File: src/rtl/frame_pkg.sv
package frame_pkg;

  typedef enum logic [2:0] {
    OP_IDLE     = 3'd0,
    OP_STEP     = 3'd1,
    OP_CALL_DIR = 3'd2,
    OP_CALL_TOS = 3'd3,
    OP_RETURN   = 3'd4,
    OP_ADJ_S    = 3'd5
  } frame_op_e;

  localparam int LEN_W   = 3;
  localparam int DELTA_W = 4;

endpackage

File: src/rtl/rst_sync.sv
module rst_sync (
  input  logic clk,
  input  logic rst_n,
  output logic rst_n_sync
);

  logic [1:0] sync_q;

  always_ff @(posedge clk or negedge rst_n) begin
    if (!rst_n) sync_q <= 2'b00;
    else        sync_q <= {sync_q[0], 1'b1};
  end

  assign rst_n_sync = sync_q[1];

endmodule

File: src/rtl/ret_cache.sv
module ret_cache #(
  parameter int ADDR_W = 32,
  parameter int IDX_W  = 8,
  parameter int DEPTH  = 8,
  localparam int LVL_W = $clog2(DEPTH + 1),
  localparam int PTR_W = (DEPTH > 1) ? $clog2(DEPTH) : 1
) (
  input  logic              clk,
  input  logic              rst_n,
  input  logic              push,
  input  logic              pop,
  input  logic [ADDR_W-1:0] push_addr,
  input  logic [IDX_W-1:0]  push_base,
  output logic [ADDR_W-1:0] top_addr,
  output logic [IDX_W-1:0]  top_base,
  output logic [LVL_W-1:0]  level,
  output logic              full,
  output logic              empty
);

  localparam logic [LVL_W-1:0] LVL_MAX = LVL_W'(DEPTH);
  localparam logic [LVL_W-1:0] LVL_ONE = 1;

  logic [ADDR_W-1:0] slot_addr [DEPTH];
  logic [IDX_W-1:0]  slot_base [DEPTH];
  logic [LVL_W-1:0]  level_d;
  logic [LVL_W-1:0]  level_m1;
  logic [PTR_W-1:0]  rd_ptr;

  assign full     = (level == LVL_MAX);
  assign empty    = (level == '0);
  assign level_m1 = level - LVL_ONE;
  assign rd_ptr   = level_m1[PTR_W-1:0];

  // Storage slots: written only, never reset
  for (genvar g = 0; g < DEPTH; g++) begin : g_slot
    logic wr_en;
    assign wr_en = push && (level == LVL_W'(g));
    always_ff @(posedge clk) begin
      if (wr_en) begin
        slot_addr[g] <= push_addr;
        slot_base[g] <= push_base;
      end
    end
  end

  always_comb begin
    top_addr = '0;
    top_base = '0;
    for (int i = 0; i < DEPTH; i++) begin
      if (rd_ptr == PTR_W'(i)) begin
        top_addr = slot_addr[i];
        top_base = slot_base[i];
      end
    end
  end

  always_comb begin
    level_d = level;
    if (push && !full)      level_d = level + LVL_ONE;
    else if (pop && !empty) level_d = level - LVL_ONE;
  end

  always_ff @(posedge clk or negedge rst_n) begin
    if (!rst_n)            level <= '0;
    else if (push || pop)  level <= level_d;
  end

  AST_LEVEL_BOUND:  assert property (@(posedge clk) disable iff (!rst_n) level <= LVL_MAX);
  AST_PUSH_POP_EXCL: assert property (@(posedge clk) disable iff (!rst_n) !(push && pop));
  AST_PUSH_GROWS:   assert property (@(posedge clk) disable iff (!rst_n) push |=> level == $past(level) + LVL_ONE);
  AST_NO_POP_EMPTY: assert property (@(posedge clk) disable iff (!rst_n) pop |-> !empty);

endmodule

File: src/rtl/frame_next.sv
module frame_next
  import frame_pkg::*;
#(
  parameter int ADDR_W = 32,
  parameter int IDX_W  = 8,
  parameter int CNT_W  = 4
) (
  input  frame_op_e                 op,
  input  logic [LEN_W-1:0]          instr_len,
  input  logic [ADDR_W-1:0]         jump_target,
  input  logic [ADDR_W-1:0]         tos_value,
  input  logic [CNT_W-1:0]          arg_count,
  input  logic [DELTA_W-1:0]        stack_delta,
  input  logic [ADDR_W-1:0]         cur_addr,
  input  logic [IDX_W-1:0]          cur_base,
  input  logic [IDX_W-1:0]          cur_sp,
  input  logic [ADDR_W-1:0]         top_addr,
  input  logic [IDX_W-1:0]          top_base,
  input  logic                      full,
  input  logic                      empty,
  output logic [ADDR_W-1:0]         nxt_addr,
  output logic [IDX_W-1:0]          nxt_base,
  output logic [IDX_W-1:0]          nxt_sp,
  output logic [ADDR_W-1:0]         link_addr,
  output logic                      push,
  output logic                      pop,
  output logic                      ovf,
  output logic                      unf,
  output logic                      upd
);

  localparam logic [IDX_W-1:0] ONE_IDX = 1;

  logic [ADDR_W-1:0] len_ext;
  logic [IDX_W-1:0]  cnt_ext;
  logic [IDX_W-1:0]  delta_ext;

  assign len_ext   = {{(ADDR_W-LEN_W){1'b0}}, instr_len};
  assign cnt_ext   = {{(IDX_W-CNT_W){1'b0}}, arg_count};
  assign delta_ext = {{(IDX_W-DELTA_W){stack_delta[DELTA_W-1]}}, stack_delta};
  assign link_addr = cur_addr + len_ext;

  always_comb begin
    nxt_addr = cur_addr;
    nxt_base = cur_base;
    nxt_sp   = cur_sp;
    push     = 1'b0;
    pop      = 1'b0;
    ovf      = 1'b0;
    unf      = 1'b0;
    unique case (op)
      OP_STEP: nxt_addr = link_addr;
      OP_CALL_DIR: begin
        if (full) ovf = 1'b1;
        else begin
          push     = 1'b1;
          nxt_addr = jump_target;
          nxt_base = cur_sp + ONE_IDX - cnt_ext;
        end
      end
      OP_CALL_TOS: begin
        if (full) ovf = 1'b1;
        else begin
          push     = 1'b1;
          nxt_addr = tos_value;
          nxt_sp   = cur_sp - ONE_IDX;
          nxt_base = cur_sp - cnt_ext;
        end
      end
      OP_RETURN: begin
        if (empty) unf = 1'b1;
        else begin
          pop      = 1'b1;
          nxt_addr = top_addr;
          nxt_base = top_base;
          nxt_sp   = cur_base - ONE_IDX + cnt_ext;
        end
      end
      OP_ADJ_S: nxt_sp = cur_sp + delta_ext;
      default: ;
    endcase
    upd = (op != OP_IDLE) && !ovf && !unf;
  end

endmodule

File: src/rtl/frame_ctl.sv
module frame_ctl
  import frame_pkg::*;
#(
  parameter int              ADDR_W     = 32,
  parameter int              IDX_W      = 8,
  parameter int              CNT_W      = 4,
  parameter int              DEPTH      = 8,
  parameter logic [31:0]     RESET_ADDR = 32'h0000_0100,
  localparam int             LVL_W      = $clog2(DEPTH + 1)
) (
  input  logic              clk,
  input  logic              rst_n,
  input  logic [2:0]        op_code,
  input  logic [2:0]        instr_len,
  input  logic [ADDR_W-1:0] jump_target,
  input  logic [ADDR_W-1:0] tos_value,
  input  logic [CNT_W-1:0]  arg_count,
  input  logic [3:0]        stack_delta,
  output logic [ADDR_W-1:0] fetch_addr,
  output logic [IDX_W-1:0]  frame_base,
  output logic [IDX_W-1:0]  stack_ptr,
  output logic [LVL_W-1:0]  link_depth,
  output logic              fault_overflow,
  output logic              fault_underflow
);

  localparam logic [IDX_W-1:0] ONE_IDX    = 1;
  localparam logic [IDX_W-1:0] BASE_RESET = 1;
  localparam logic [IDX_W-1:0] SP_RESET   = 0;

  logic              rst_n_sync;
  frame_op_e         op;
  logic [ADDR_W-1:0] nxt_addr, link_addr, top_addr;
  logic [IDX_W-1:0]  nxt_base, nxt_sp, top_base;
  logic              push, pop, ovf, unf, upd, full, empty;
  logic [IDX_W-1:0]  cnt_w;
  logic [ADDR_W-1:0] len_w;

  assign op    = frame_op_e'(op_code);
  assign cnt_w = {{(IDX_W-CNT_W){1'b0}}, arg_count};
  assign len_w = {{(ADDR_W-3){1'b0}}, instr_len};

  rst_sync u_rst (
    .clk        (clk),
    .rst_n      (rst_n),
    .rst_n_sync (rst_n_sync)
  );

  frame_next #(.ADDR_W(ADDR_W), .IDX_W(IDX_W), .CNT_W(CNT_W)) u_next (
    .op          (op),
    .instr_len   (instr_len),
    .jump_target (jump_target),
    .tos_value   (tos_value),
    .arg_count   (arg_count),
    .stack_delta (stack_delta),
    .cur_addr    (fetch_addr),
    .cur_base    (frame_base),
    .cur_sp      (stack_ptr),
    .top_addr    (top_addr),
    .top_base    (top_base),
    .full        (full),
    .empty       (empty),
    .nxt_addr    (nxt_addr),
    .nxt_base    (nxt_base),
    .nxt_sp      (nxt_sp),
    .link_addr   (link_addr),
    .push        (push),
    .pop         (pop),
    .ovf         (ovf),
    .unf         (unf),
    .upd         (upd)
  );

  ret_cache #(.ADDR_W(ADDR_W), .IDX_W(IDX_W), .DEPTH(DEPTH)) u_cache (
    .clk       (clk),
    .rst_n     (rst_n_sync),
    .push      (push),
    .pop       (pop),
    .push_addr (link_addr),
    .push_base (frame_base),
    .top_addr  (top_addr),
    .top_base  (top_base),
    .level     (link_depth),
    .full      (full),
    .empty     (empty)
  );

  // Frame state registers, written only when an operation is accepted
  always_ff @(posedge clk or negedge rst_n_sync) begin
    if (!rst_n_sync) begin
      fetch_addr <= RESET_ADDR[ADDR_W-1:0];
      frame_base <= BASE_RESET;
      stack_ptr  <= SP_RESET;
    end else if (upd) begin
      fetch_addr <= nxt_addr;
      frame_base <= nxt_base;
      stack_ptr  <= nxt_sp;
    end
  end

  always_ff @(posedge clk or negedge rst_n_sync) begin
    if (!rst_n_sync) begin
      fault_overflow  <= 1'b0;
      fault_underflow <= 1'b0;
    end else begin
      fault_overflow  <= ovf;
      fault_underflow <= unf;
    end
  end

  AST_STEP_ADDR:  assert property (@(posedge clk) disable iff (!rst_n_sync)
    op_code == 3'd1 |=> fetch_addr == $past(fetch_addr) + $past(len_w));
  AST_CALL_TARGET: assert property (@(posedge clk) disable iff (!rst_n_sync)
    (op_code == 3'd2 && !full) |=> fetch_addr == $past(jump_target));
  AST_CALL_BASE:  assert property (@(posedge clk) disable iff (!rst_n_sync)
    (op_code == 3'd2 && !full) |=> frame_base == $past(stack_ptr) + ONE_IDX - $past(cnt_w));
  AST_TOS_CALL:   assert property (@(posedge clk) disable iff (!rst_n_sync)
    (op_code == 3'd3 && !full) |=> stack_ptr == $past(stack_ptr) - ONE_IDX && fetch_addr == $past(tos_value));
  AST_RET_SP:     assert property (@(posedge clk) disable iff (!rst_n_sync)
    (op_code == 3'd4 && !empty) |=> stack_ptr == $past(frame_base) - ONE_IDX + $past(cnt_w));
  AST_RET_LINK:   assert property (@(posedge clk) disable iff (!rst_n_sync)
    (op_code == 3'd4 && !empty) |=> fetch_addr == $past(top_addr) && frame_base == $past(top_base));
  AST_OVF_HOLD:   assert property (@(posedge clk) disable iff (!rst_n_sync)
    ((op_code == 3'd2 || op_code == 3'd3) && full) |=> fault_overflow && $stable(fetch_addr) && $stable(frame_base) && $stable(stack_ptr));
  AST_UNF_HOLD:   assert property (@(posedge clk) disable iff (!rst_n_sync)
    (op_code == 3'd4 && empty) |=> fault_underflow && $stable(fetch_addr) && $stable(frame_base) && $stable(stack_ptr));
  AST_ADJ_HOLD:   assert property (@(posedge clk) disable iff (!rst_n_sync)
    op_code == 3'd5 |=> $stable(fetch_addr) && $stable(frame_base));
  AST_IDLE_HOLD:  assert property (@(posedge clk) disable iff (!rst_n_sync)
    op_code == 3'd0 |=> $stable(fetch_addr) && $stable(frame_base) && $stable(stack_ptr) && $stable(link_depth));

endmodule

File: config.mk
export PLATFORM = sky130hd
export DESIGN_NAME = frame_ctl
export DESIGN_NICKNAME = d
export VERILOG_FILES = /design/src/rtl/frame_pkg.sv /design/src/rtl/rst_sync.sv /design/src/rtl/ret_cache.sv /design/src/rtl/frame_next.sv /design/src/rtl/frame_ctl.sv
export SDC_FILE = /design/constraint.sdc
export NUM_CORES = 1
export LEC_CHECK = 0
export ABC_CLOCK_PERIOD_IN_PS = 2900
export BUFFER_PORTS_ARGS = -buffer_cell sky130_fd_sc_hd__buf_2
export CAP_MARGIN = 40
export CORE_MARGIN = 2
export CORE_UTILIZATION = 30
export DETAILED_ROUTE_END_ITERATION = 7
export GPL_ROUTABILITY_DRIVEN = 0
export GPL_TIMING_DRIVEN = 0
export SLEW_MARGIN = 20
export SYNTH_ARGS = -nofsm -noshare
export SYNTH_HDL_FRONTEND = slang
export SYNTH_SLANG_ARGS = --single-unit
File: constraint.sdc
create_clock -name clk -period 2.9 [get_ports clk]
set_input_delay 0.145 -clock clk [delete_from_list [all_inputs] [get_ports clk]]
set_output_delay 0.145 -clock clk [all_outputs]
set_load 0.05 [all_outputs]
# Word level (Yosys, flattened, before mapping)

Memories as Yosys holds them, arrays and structs flattened.
Index checks and enable logic that the tools add are counted.

Logic and storage cells: 180
RAM bits: 320
ROM bits: 0
Latch bits: 0
Memories: 2
Bits in registers: 56

Shift operators: 0
Muxes and demuxes: 95
Add/sub/neg operators: 10
Order comparisons: 0
Equality and inequality tests: 23
Bitwise logic cells: 0
Reduce and logical (&&, ||, !) cells: 43
$mul: 0
Divide/modulo/power cells: 0

Memories:

| name              | words | width | read ports | clocked after Yosys merged registers in | wr ports | line            | RTL |
|---|---|---|---|---|---|---|---|
| u_cache.slot_addr | 8     | 32    | 8          | 0                                       | 1        | ret_cache.sv:24 | `logic [ADDR_W-1:0] slot_addr [DEPTH];` |
| u_cache.slot_base | 8     | 8     | 8          | 0                                       | 1        | ret_cache.sv:25 | `logic [IDX_W-1:0] slot_base [DEPTH];` |

Operator list:

| kind                                                                  | count |
|---|---|
| 32-bit 2-to-1 mux                                                     | 18 |
| 32-bit OR reduction                                                   | 7 |
| 8-bit 2-to-1 mux                                                      | 20 |
| 32-bit case mux with 4 select lines                                   | 1 |
| 8-bit OR reduction                                                    | 7 |
| 8-bit case mux with 3 select lines                                    | 2 |
| 3-bit 2-to-1 mux                                                      | 14 |
| 1-bit 2-to-1 mux                                                      | 38 |
| 32-bit by 3-bit adder with 32-bit output                              | 1 |
| 3-bit equality test, second input constant                            | 6 |
| 4-bit by 3-bit equality test with 1-bit output, second input constant | 4 |
| 8-bit by 1-bit subtractor with 8-bit output, second input constant    | 2 |
| 8-bit by 4-bit subtractor with 8-bit output                           | 2 |
| 3-bit by 2-bit equality test with 1-bit output, second input constant | 4 |
| 1-bit logical AND                                                     | 12 |
| 5-bit AND reduction                                                   | 2 |
| 3-bit nonzero test                                                    | 3 |
| 8-bit by 1-bit adder with 8-bit output, second input constant         | 1 |
| 8-bit by 4-bit adder with 8-bit output                                | 1 |
| 8-bit adder                                                           | 1 |
| 4-bit by 2-bit equality test with 1-bit output, second input constant | 2 |
| 4-bit 2-to-1 mux                                                      | 2 |
| 3-bit by 1-bit equality test with 1-bit output, second input constant | 2 |
| 2-bit != test, second input constant                                  | 3 |
| 13 further kinds                                                      | 16 |

# Depth between registers and ports, before layout

Word-level depth: 14
Mapped depth: 12

# Modules after synthesis

From an unflattened synthesis, not the netlist that was laid out.

Cell total of the unflattened synthesis: 1626
Area total of the unflattened synthesis: 19000.7 um^2

Modules (own cells, without submodules):

| module     | area an instance (um^2) | cells an instance | instances |
|---|---|---|---|
| ret_cache  | 13168.9                 | 958               | 1 |
| frame_next | 3865.0                  | 562               | 1 |
| frame_ctl  | 1913.1                  | 103               | 1 |
| rst_sync   | 53.8                    | 3                 | 1 |

# Least setup slack after synthesis

OpenSTA, ideal clock, no wires.

Kind: register to register
Start point: reg u_cache.level[1]
End point: mem u_cache.slot_addr[1][0], in the netlist u_cache.slot_addr[0][32], enable pin
Required time: 2348 ps
Data arrival time: 5937 ps
Setup time: 552 ps
Slack: -3588 ps
Stages on the path, launching flop included: 7
Cell sequence: dfrtp_1 inv_1 ha_1 clkbuf_1 clkbuf_1 buf_1 nor4b_1

Cells in the longest elaborated chain, start to end: 14
Elaborated cells on any way between the ends: 56

RTL lines:

| element                                                                                   | line                               | RTL |
|---|---|---|
| from (decl)                                                                               | ret_cache.sv:16                    | `output logic [LVL_W-1:0] level,` |
| from (signal assigned)                                                                    | ret_cache.sv:66                    | `else if (push \|\| pop) level <= level_d;` |
| 4-bit equality test                                                                       | ret_cache.sv:30                    | `assign full = (level == LVL_MAX);` |
| 1-bit 2-to-1 mux                                                                          | frame_next.sv:54, frame_next.sv:62 |  |
| 1-bit 2-to-1 mux                                                                          | --                                 |  |
| 1-bit logical AND *                                                                       | ret_cache.sv:38                    | `assign wr_en = push && (level == LVL_W'(g));` |
| named net u_cache.g_slot[1].wr_en                                                         | ret_cache.sv:37                    | `logic wr_en;` |
| 1-bit 2-to-1 mux *                                                                        | ret_cache.sv:40                    | `if (wr_en) begin` |
| 1-bit 2-to-1 mux (not written as such) *                                                  | ret_cache.sv:41                    | `slot_addr[g] <= push_addr;` |
| 32-bit OR reduction (no source line)                                                      | --                                 |  |
| 3-bit 2-to-1 mux (no source line) / 1-bit 2-to-1 mux (equally long branches) (7 in a row) | --                                 |  |
| to (decl)                                                                                 | ret_cache.sv:24                    |  |

Mark *: on every way through the listed nets, which the timed path passes. The rest lies on a longest branch.

# Worst setup path in the final report

Start point: reg u_cache.level[0]
End point: reg fetch_addr[5]

Cells in the longest elaborated chain, start to end: 12
Elaborated cells on any way between the ends: 33

RTL lines:

| element                                     | line             | RTL |
|---|---|---|
| 4-bit by 1-bit subtractor with 4-bit output | ret_cache.sv:32  | `assign level_m1 = level - LVL_ONE;` |
| 3-bit zero test                             | ret_cache.sv:51  | `if (rd_ptr == PTR_W'(i)) begin` |
| 32-bit 2-to-1 mux (8 in a row)              | ret_cache.sv:51  |  |
| 32-bit 2-to-1 mux                           | frame_next.sv:71 | `if (empty) unf = 1'b1;` |
| 32-bit case mux with 4 select lines         | frame_next.sv:51 | `unique case (op)` |
| to (signal assigned)                        | frame_ctl.sv:91  | `fetch_addr <= RESET_ADDR[ADDR_W-1:0];` |
| to (signal assigned)                        | frame_ctl.sv:95  | `fetch_addr <= nxt_addr;` |
| to (decl)                                   | frame_ctl.sv:19  | `output logic [ADDR_W-1:0] fetch_addr,` |

Parallel ways exist; a longest one is shown, timed or not. The select of a mux whose other input is x is not followed.
A chain may end at the register's enable or synchronous reset.

==> metrics.md <==
| Metric | Value |
|---|---|
| Core footprint | 60100 um2 |
| Mapped Area | 18200 um2 |
| Synth Flop Type | edfxtp_1 |
| Pleak | 8.05 nW |
| CP max FO | 11 |
| Post-detail-place hpwl | 51100 um |
| # fillers | 5830 |
| Synth area leaders | edfxtp_1 53%, dfrtp_1 7.4%, a21oi_1 3.3% |
| Area of the multi-input gates | 6770 um2 |
| Crit path required time | 3.31 ns |
| Power per cell area | 1180 nW/um2 |
| CTS tree | yes |
| First-pass GRT wire length | 103000 um |
| Worst slew pin tran | 0.856 ns |
| Num CTS Buffers | 41 |
| I/O pin cnt | 134 |
| Final worst setup slack | -0.0941 ns |
| Syn-to-layout area delta | 22.3% |
| Endpoints failing setup | 7 |
| RSZ-0062 raised after global routing | true |
| Switching fraction of total power | 0.457 |
| Slowest cell delay on critical path | 0.60 ns |
| Setup TNS Final | -0.120 ns |
| Dpl ws | -0.883 ns |
| Crit path time final | 2.99 ns |
| Worst hold path type | in -> reg |
| Clk slew on worst S/H paths | 0.06 ns |
| Seq/Total Area, Yosys | 0.605 |
| Die Area | 62600 um2 |
| Chip height | 250 um |
| Clock Skew | 0.0310 ns |
| Final instance area | 22300 um2 |
| Min Hold Slack | 0.00937 ns |
| Hold_sp | jump_target[2] |
| Number of synthesized register bits | 376 |
| Final WL | 73000 um |
| Vias in the first global route | 14200 |
| H-Tree Depth | 2 |
| Latest clock arrival within the worst-skew pair | 0.57 ns |
| Post-synth top area share | 0.528 |
| Unique masters post-synth | 89 |
| Vias per inst | 5.83 |
| DP Area | 20400 um2 |
| Setup Crit Path Kind | reg -> reg |
| Placed Cells | 2460 |
| Post-synth ARST share | 0.149 |
| Failing checks | negative setup slack |
| Synth Instances | 1504 |
| Nets | 1862 |
| Crit path capture type | flop |
| Fin util | 0.370 |
| CTS Buffer Depth | 3 |
| Rel. slew slack | 0.425 |
| Post-synthesis net count | 1631 |
| Initial antenna violation count | 4 |
| Via count | 14900 |
| IR drop worst, VDD | 0.436 mV |
| Initial Util | 0.303 |
| Crit path launch type | flop |
| P_int | 14.3 mW |
| Combinational share of power | 0.489 |
| Final Hold Fails | 0 |
| Grt total ovfl | 0 |
| Reg area | 11000 um2 |
| Site Rows | 90 |
| EDFF count, synth | 320 |
| Post-Layout Cell Count | 2551 |
| Pin count of the biggest net entering global routing | 44 |
| Total GRT Usage | 0.228 |
| CP max-delay cell | o211ai_1 |
| Status | finished with violations |
| DR DRC count | 0 |
| Overall Power | 26.3 mW |
| Initial DRC Count | 1968 |
| Fmax | 334 MHz |
| Clock network power share | 0.199 |
| Max Cap Viol | 0 |
| Drt wl/cell | 28.6 um |
| Largest area contributor in the netlist | edfxtp_1 |
| Cell at the root of the clock tree | clkbuf_16 |
| Slew Viols, Final | 0 |
| ANT nets after route | 0 |
| PortBufs | 133 |
| Clock sinks | 376 |
| Net Sw Power | 12.0 mW |
| R2r startpoint | u_cache.level[0] |
| Die X | 250 um |
| Crit-path cells | inv_2, ha_4, buf_2, clkbuf_1, buf_6, clkbuf_4, a221oi_1, o22ai_1, o211ai_1, a31oi_1 |
| Yosys warning count | 0 |
| Share of power burned in registers | 0.311 |
| Pre-Repair DR Iteration Count | 6 |
| Mean area per synthesized cell | 12.1 um2 |
| Tcrit/Tclk final | 1.03 |
| WP data arrival | 3.41 ns |
| Worst Setup SP | u_cache.level[0] |
| Share of cells above drive strength 1 | 0.240 |
-- layout make-up --
| type | count | share of cell area |
|---|---|---|
| clock buffer | 50 | 0.0504 |
| timing repair buffer | 188 | 0.0561 |
| buffer | 98 | 0.0305 |
| antenna | 1 | 0.000112 |
| sequential | 376 | 0.495 |
| clock inverter | 26 | 0.00956 |
| tap | 782 | 0.0440 |
| multi-input combinational | 971 | 0.304 |
| inverter | 59 | 0.0100 |
-- synthesized netlist by cell type, drive strengths merged (22+ instances only) --
| master | number |
|---|---|
| a21oi | 122 |
| edfxtp | 320 |
| a221oi | 23 |
| xnor2 | 39 |
| inv | 58 |
| nand2 | 145 |
| o21ai | 123 |
| nand3 | 31 |
| ha | 41 |
| a31oi | 22 |
| nor2 | 80 |
| dfrtp | 54 |
| buf | 64 |
| clkbuf | 35 |
| mux2i | 25 |
-- timing repair --
item / 4_1_cts / 5_1_grt
setup endpoints to repair: 183 / 113
buffers inserted: 4 / 7
gates resized for setup: 62 / 41
hold endpoints to repair: 2 / 0
hold buffers: 2 / 0
pin swaps: 5 / 12
cloned: 1 / 0
-- layout by cell type, fill, tap and decap left out, types with 19 or more instances in the layout --
| master | netlist | final |
|---|---|---|
| edfxtp_1 | 320 | 320 |
| buf_2 | 39 | 165 |
| nand2_1 | 143 | 142 |
| a21oi_1 | 121 | 119 |
| o21ai_0 | 120 | 117 |
| nor2_1 | 79 | 76 |
| inv_1 | 58 | 54 |
| dfrtp_1 | 54 | 50 |
| clkbuf_16 | 0 | 43 |
| ha_1 | 41 | 39 |
| buf_4 | 2 | 32 |
| xnor2_1 | 38 | 30 |
| nand3_1 | 31 | 29 |
| buf_6 | 7 | 29 |
| mux2i_1 | 25 | 25 |
| a31oi_1 | 22 | 21 |
| o211ai_1 | 21 | 21 |
| a221oi_1 | 21 | 20 |
| nand4_1 | 19 | 19 |
-- final timing paths --
path / endpoint / slack, ns / cells after the start
min in group asynchronous: stack_ptr[5] / 0.18 / 0
setup reg to reg: fetch_addr[5] / -0.09 / 10
setup / recovery: fetch_addr[5] / -0.09 / 10
max in group asynchronous: fetch_addr[8] / 2.14 / 1
hold reg to reg: stack_ptr[5] / 0.18 / 0
hold / removal: fetch_addr[2] / 0.009 / 5
-- critical path: cells and delay by family (launching register included) --
kind / cells / cell delay, ns
AO/OA/AOI/OAI: 4 / 1.15
adder cells (fa/ha/maj): 1 / 0.19
buffers and inverters: 5 / 1.03
flip-flops: 1 / 0.47
-- cell families after synthesis --
| logic type | count (synthesis) | synth area share |
|---|---|---|
| adder cells (fa/ha/maj) | 47 | 0.0348 |
| XOR/XNOR | 55 | 0.0275 |
| multiplexers | 42 | 0.0286 |
| AO/OA/AOI/OAI | 456 | 0.165 |
| AND/OR/NAND/NOR | 369 | 0.0964 |
| flip-flops | 376 | 0.605 |
| other | 1 | 0.000206 |
| buffers and inverters | 158 | 0.0428 |
-- power groups by stage --
stage	clock (mW)	sequential (mW)	combinational, mW
global placement	0	8.23	11.5
CTS	5.26	8.15	12.2
detailed placement	0	8.24	11.9
finish	5.25	8.19	12.9
floorplan	0	9.16	6.21
global route	5.47	8.27	13.4
-- flip-flops by register name, indices dropped and copies added, names as in the netlist --
name / count
fault_overflow: 1
fault_underflow: 1
u_cache.slot_base: 64
frame_base: 8
stack_ptr: 8
u_cache.level: 4
u_cache.slot_addr: 256
fetch_addr: 32
u_rst.sync_q: 2
-- per-layer routing --
metal  track usage  share of wire
met2         0.346           0.44
met4         0.124          0.059
met3        0.0653           0.13
met1         0.294           0.37
met5             0       0.000096
No activity file was read; power rests on OpenSTA's default activity.
